$ cat src/rtl/rt_pkg.sv
package rt_pkg;
  localparam int AFF_W = 32;
  localparam int IDX_W = 8;
  typedef logic [AFF_W-1:0] aff_t;
  typedef logic [IDX_W-1:0] idx_t;
  // reserved index code: interrupt targets no CPU
  localparam idx_t IDX_NONE = 8'hFF;
endpackage

$ cat src/rtl/rt_addr_dec.sv
module rt_addr_dec #(
  parameter int ADDR_W     = 12,
  parameter int NUM_SHARED = 32,
  parameter int SH_IW      = 5
) (
  input  logic [ADDR_W-1:0] addr,
  output logic [SH_IW-1:0]  slot,
  output logic              hi_half,
  output logic              in_range
);
  localparam int ENT_W = ADDR_W - 3;
  localparam logic [ENT_W:0] LIMIT = NUM_SHARED[ENT_W:0];

  logic [ENT_W-1:0] ent;
  logic [1:0]       unused_byte;

  // 8 bytes per entry; bit 2 picks the half, bits 1:0 are byte lanes
  assign ent         = addr[ADDR_W-1:3];
  assign hi_half     = addr[2];
  assign unused_byte = addr[1:0];
  assign in_range    = ({1'b0, ent} < LIMIT);
  assign slot        = ent[SH_IW-1:0];
endmodule

$ cat src/rtl/rt_aff_match.sv
module rt_aff_match
  import rt_pkg::*;
#(
  parameter int NUM_CPUS = 4
) (
  input  aff_t                      key,
  input  logic [NUM_CPUS*AFF_W-1:0] table_i,
  output logic                      hit,
  output idx_t                      idx
);
  logic [NUM_CPUS-1:0] eq;

  for (genvar c = 0; c < NUM_CPUS; c++) begin : g_cmp
    assign eq[c] = (table_i[c*AFF_W +: AFF_W] == key);
  end

  // scan downward so the lowest matching CPU is the last one assigned
  always_comb begin
    hit = |eq;
    idx = IDX_NONE;
    for (int c = NUM_CPUS - 1; c >= 0; c--) begin
      if (eq[c]) idx = idx_t'(c);
    end
  end
endmodule

$ cat src/rtl/spi_route_table.sv
module spi_route_table
  import rt_pkg::*;
#(
  parameter int NUM_SHARED = 32,
  parameter int NUM_CPUS   = 4,
  parameter int ADDR_W     = 12
) (
  input  logic                           clk,
  input  logic                           rst,
  input  logic [NUM_CPUS*32-1:0]         cpu_aff_i,
  input  logic                           wr_en,
  input  logic                           rd_en,
  input  logic [ADDR_W-1:0]              addr,
  input  logic [31:0]                    wdata,
  output logic [31:0]                    rdata_o,
  output logic                           upd_o,
  output logic [NUM_CPUS*NUM_SHARED-1:0] target_map_o,
  output logic [NUM_SHARED*8-1:0]        cpu_idx_o
);
  localparam int SH_IW  = (NUM_SHARED > 1) ? $clog2(NUM_SHARED) : 1;
  localparam int CPU_IW = (NUM_CPUS > 1) ? $clog2(NUM_CPUS) : 1;
  localparam idx_t NCPU = idx_t'(NUM_CPUS);

  aff_t                  aff_q [NUM_SHARED];
  idx_t                  idx_q [NUM_SHARED];
  logic [NUM_SHARED-1:0] map_q [NUM_CPUS];

  logic [SH_IW-1:0] slot;
  logic             hi_half;
  logic             in_range;
  logic             wr_ok;
  logic             hit;
  idx_t             hit_idx;
  idx_t             old_idx;
  logic             old_valid;

  rt_addr_dec #(
    .ADDR_W    (ADDR_W),
    .NUM_SHARED(NUM_SHARED),
    .SH_IW     (SH_IW)
  ) u_dec (
    .addr    (addr),
    .slot    (slot),
    .hi_half (hi_half),
    .in_range(in_range)
  );

  rt_aff_match #(
    .NUM_CPUS(NUM_CPUS)
  ) u_match (
    .key    (wdata),
    .table_i(cpu_aff_i),
    .hit    (hit),
    .idx    (hit_idx)
  );

  assign wr_ok     = wr_en && in_range && !hi_half;
  assign old_idx   = idx_q[slot];
  assign old_valid = (old_idx < NCPU);

  // affinity and index storage
  always_ff @(posedge clk) begin
    if (rst) begin
      for (int s = 0; s < NUM_SHARED; s++) begin
        aff_q[s] <= cpu_aff_i[AFF_W-1:0];
        idx_q[s] <= '0;
      end
    end else if (wr_ok) begin
      aff_q[slot] <= wdata;
      idx_q[slot] <= hit ? hit_idx : IDX_NONE;
    end
  end

  // per-CPU target bitmaps: clear old owner first, the set below wins
  always_ff @(posedge clk) begin
    if (rst) begin
      for (int c = 0; c < NUM_CPUS; c++) begin
        map_q[c] <= (c == 0) ? '1 : '0;
      end
    end else if (wr_ok) begin
      if (old_valid) map_q[old_idx[CPU_IW-1:0]][slot] <= 1'b0;
      if (hit)       map_q[hit_idx[CPU_IW-1:0]][slot] <= 1'b1;
    end
  end

  // read port and update strobe
  always_ff @(posedge clk) begin
    if (rst) begin
      rdata_o <= '0;
      upd_o   <= 1'b0;
    end else begin
      upd_o <= wr_ok;
      if (rd_en) rdata_o <= (in_range && !hi_half) ? aff_q[slot] : '0;
    end
  end

  for (genvar c = 0; c < NUM_CPUS; c++) begin : g_map_out
    assign target_map_o[c*NUM_SHARED +: NUM_SHARED] = map_q[c];
  end

  for (genvar s = 0; s < NUM_SHARED; s++) begin : g_idx_out
    assign cpu_idx_o[s*IDX_W +: IDX_W] = idx_q[s];
  end
endmodule

$ cat config.mk
export PLATFORM = sky130hd
export DESIGN_NAME = spi_route_table
export DESIGN_NICKNAME = d
export VERILOG_FILES = /design/src/rtl/rt_pkg.sv /design/src/rtl/rt_addr_dec.sv /design/src/rtl/rt_aff_match.sv /design/src/rtl/spi_route_table.sv
export SDC_FILE = /design/constraint.sdc
export NUM_CORES = 2
export LEC_CHECK = 0
export BUFFER_PORTS_ARGS = -buffer_cell sky130_fd_sc_hd__buf_4
export CORE_UTILIZATION = 40
export DETAILED_ROUTE_END_ITERATION = 8
export HOLD_SLACK_MARGIN = 0.12
export PLACE_DENSITY = 0.57
export SYNTH_ARGS = -nofsm -noshare
export SYNTH_HDL_FRONTEND = slang
export SYNTH_SLANG_ARGS = --single-unit
export TNS_END_PERCENT = 30
$ cat constraint.sdc
create_clock -name clk -period 5.4 [get_ports clk]
set_clock_uncertainty 0.05 [all_clocks]
set_input_delay 0.54 -clock clk [delete_from_list [all_inputs] [get_ports clk]]
set_output_delay 0.54 -clock clk [all_outputs]
set_load 0.03 [all_outputs]
; Word-level counts from Yosys, hierarchy flattened
; Memories as Yosys holds them, arrays and structs flattened.
; Cells that the tools add are included.
[totals]
reg_bits = 33
ramBits = 1408
inputBits = 176
output_inout_bits = 417
elab_cells = 56
n_memories = 3
[op_classes]
magnitude_cmp = 4
n_eq_ne = 4
mux = 33
n_reduce_logical = 10
[memory_table]
columns = name, words, width, read_ports, rd_clocked_by_memory_dff, wr, line_no
row1 = aff_q, 32, 32, 1, 0, 32, spi_route_table.sv:24  ; aff_t aff_q [NUM_SHARED];
row2 = idx_q, 32, 8, 33, 0, 32, spi_route_table.sv:25  ; idx_t idx_q [NUM_SHARED];
row3 = map_q, 4, 32, 4, 0, 4, spi_route_table.sv:26  ; logic [NUM_SHARED-1:0] map_q [NUM_CPUS];
[ops]
columns = op, n
row1 = 32-bit two-way mux, 8
row2 = 32-bit equality test, 4
row3 = 32-bit OR reduction, 3
row4 = 8-bit two-way mux, 6
row5 = 1-bit two-way mux, 14
row6 = 5-bit two-way mux, 2
row7 = 9-bit by 6-bit less-than comparator with 1-bit output (second input constant), 1
row8 = 8-bit by 3-bit less-than comparator with 1-bit output (second input constant), 1
row9 = 8-bit OR reduction, 1
row10 = 5-bit by 6-bit less-than comparator with 1-bit output (second input constant), 1
row11 = 1-bit demux with 5-bit select, 1
row12 = 5-bit by 1-bit >= comparator with 1-bit output (second input constant), 1
row13 = 1-bit logical AND, 4
row14 = 2-bit two-way mux, 2
row15 = 4-bit OR reduction, 1
row16 = 1-bit logical NOT, 1

; Logic depth before layout (Yosys ltp)
[depth]
depth_word = 8
mapped_depth = 11

; Modules after synthesis
; A second synthesis with hierarchy kept.
[unflattened]
cells_unflattened = 5482
area_unflattened_um2 = 70360.0
[modules_own_cells]
columns = module, instances, cells_each, area_each_um2
row1 = spi_route_table, 1, 5293, 68846.0
row2 = rt_aff_match, 1, 182, 1456.4
row3 = rt_addr_dec, 1, 7, 57.6

; Worst setup path before layout
; No wires, ideal clock.
[synth_timing]
kind = input-to-reg
startpoint = input port addr[8]
endpoint = memory aff_q[4][0] (netlist name) (enable)
setup_time_ps = 393
arrival_time_ps = 2963
required_time_ps = 4957
slack_ps = 1994
stages = 9
n_path_buf = 3
path_cell_list = or4_1 > nor2_1 > nand3_2 > inv_2 > buf_2 > nand3_1 > clkbuf_1 > buf_1 > nand2_1
[synth_rtl]
columns = item, line_no
row1 = "start, declared", spi_route_table.sv:13  ; input logic [ADDR_W-1:0] addr,
row2 = "end, declared", spi_route_table.sv:24

==> metrics <==
final setup margin=approximately 1700 ps; cell with the most instances after synthesis=nand2_1; Placed Cells=8,592; critical-path maximum fanout=60; clock sink count=1,281; Syn Inst Count=~6,400; Layout area overhead=15.42%; Avg Cell Area, Syn=10.15 sq um; clock latency on the worst-skew pair=810 ps; slowest stage delay, CP=1060 ps; initial antenna violation count=9; Synth Area in Compound Gates=4.714%; Tot Pwr=24.31 mW; Synth Flop Type=edfxtp_1; Syn Nets=approximately 6,600; WS Path Type=in2reg; Post-Synth Simple-Gate Area=roughly 21%; largest net degree at the start of global routing=97; Peak supply drop=approximately 0.33 mV; drt initial violations=a little under 8,000; Final setup viols=0; # DRC=0; period utilization=68.66%; post-synthesis mux area share=10.80%; register area share after synthesis=around 56%; CP Launch Type=input pin; remaining global-route overflow=0; Via density=5.990; DRT Pass-1 Iters=7; Core Area=0.1626 sq mm; share of post-route cells with drive strength above 1=21.32%; Initial Util=40.25%; Synth cell types=51; Required @ worst endpoint=5770 ps; Post-Synthesis Cell Area=0.06543 sq mm; RSZ-0062 raised after global routing=no; CTS tree=yes; dpl ws=roughly 1000 ps; PwrDens=321.8 mW/mm^2; Synth Area in Adders=0%; fmax=approximately 270 MHz; status=complete, no violations; nets@finish=6,741; Final min period=3707 ps; synth cell count leaders=nand2_1 (3,023), edfxtp_1 (1,120), clkbuf_1 (326); number of flops mapped to enable cells by yosys=1,120; Fin. Hold Viols=0; Yosys warnings=0; GRT Util Overall=33.29%; critical-path cell list=buf_8 > buf_4 > nor2b_1 > nand3_4 > nand2_4; Layout Cells excl Fill=around 9,000; first-pass GRT wire length=383.9 mm; row cnt=148; postcts setup bufs=0; Synth Area in XOR/XNOR=1.713%; die height=406.5 um; reg-to-reg slack, setup=1740 ps; hpwl dp=170.4 mm; fin. max-slew vios=0; ANT nets after route=0; ys async rst share=0%; max cap viols=0; slew margin rel.=14.22%; combinational family with the most area after synthesis=simple AND/OR/NAND/NOR gates; H-tree depth=4; Die Span X=406.5 um; Die ar.=0.1652 sq mm; vias in the first global route=49,320; worst path arrival time=4080 ps; Root Driver=clkbuf_16; LEAKAGE=31.38 nW; Yosys reg bits=1,281; # port buffers=590; post-synth top area cell=edfxtp_1; final WL=279.8 mm; clk slew on worst S/H paths=approximately 60 ps; DR vias=about 53,000; wire per inst=approximately 32 um; num ports=593; clock tree buffer depth=3; critical path's slowest cell=nor2b_1; leading post-synthesis cells by cell area=edfxtp_1 (51%), nand2_1 (17%), mux4_2 (8.8%); TritonCTS Buffers=roughly 150; share of the synthesized area in the top cell type=51.40%; Final TNS setup=0 ps; worst slew pin tran=1284 ps; GPL Wtd Cong=between 0.9 and 1; Critical Path End Type=flip-flop; Worst Hold Class=in2reg
[metal layers]
metal	share of wire, %	wire [um]	GRT usage, %	vias up
met5	0.022	62	0	-
met4	5.7	15810	17.13	10
met3	13	37490	9.242	752
met2	45	125100	50.94	4086
met1	36	101300	43.16	26240
li1	-	-	-	22010
[worst paths after layout]
| path | from | to | cells past startpoint |
|---|---|---|---|
| hold reg to reg | map_q[0][1]$_DFF_P_ | map_q[0][1]$_DFF_P_ | 1 |
| setup / recovery | addr[4] | aff_q[29][17]$_DFFE_PP_ | 5 |
| hold / removal | wdata[24] | aff_q[31][24]$_DFFE_PP_ | 3 |
| setup reg to reg | idx_q[4][6]$_SDFFCE_PN0P_ | map_q[1][21]$_DFF_P_ | 9 |
[power by group]
| group | switching [mW] | total (mW) | internal (mW) |
|---|---|---|---|
| clock | 4.26 | 9.85 | 5.59 |
| combinational | 1.80 | 2.73 | 0.929 |
| sequential | 0.223 | 11.7 | 11.5 |
| total | 6.29 | 24.3 | 18.0 |
[placed cells by master, fill, tap and decap left out, drive strengths merged, types with 5 or more instances in the layout]
master      n
nand2    3023
edfxtp   1120
buf       772
mux4      257
clkbuf    208
nor2      198
dfxtp     161
a22oi     118
xnor2      98
mux2       64
mux2i      56
a21oi      55
o21ai      55
nand4      52
a21o       52
clkinv     42
a211o      40
o211ai     36
nand3      35
nor3       33
xor2       30
o211a      28
nor2b      28
o22ai      21
nor4       18
o2111ai    10
a22o       10
inv         9
diode       6
and2        6
or4bb       5
bufinv      5
[cell type report]
cell class	count	area, sq um
timing repair buffer	773	6071
sequential	1281	36860
antenna	6	15.01
tap	2175	2721
multi-input combinational	4362	25220
clock inverter	57	483.0
fill	14710	87060
inverter	2	12.51
clock buffer	208	4144
[logic make-up after synthesis]
logic type | Yosys count
AO/OA/AOI/OAI | 430
buffers and inverters | 803
multiplexers | 377
XOR/XNOR | 128
flip-flops | 1281
AND/OR/NAND/NOR | 3427
[worst max-delay path, delay by kind of cell]
kind	cells	cell delay (ps)
buffers and inverters	2	680
AND/OR/NAND/NOR	3	2740
[metrics by stage]
stage	instance area (sq um)	util, %	hold slack [ps]
final	75520	46.45	171.8
after global routing	75510	46.44	156.2
after CTS	75510	46.44	127.6
after detailed placement	70870	43.59	390.6
after global placement	70870	43.59	386.2
after floorplan	65430	-	564.7
[registers in the layout (all words and copies together) (netlist names)]
signal and flops:
aff_q 1024, map_q 128, idx_q 96, rdata_o 32
upd_o 1
[timing repair]
| action | in CTS | in global routing |
|---|---|---|
| hold buffers | 1 | 0 |
| resized for setup | 0 | 0 |
| hold endpoints to repair | 2 | 0 |
(Power assumes the default switching activity.)
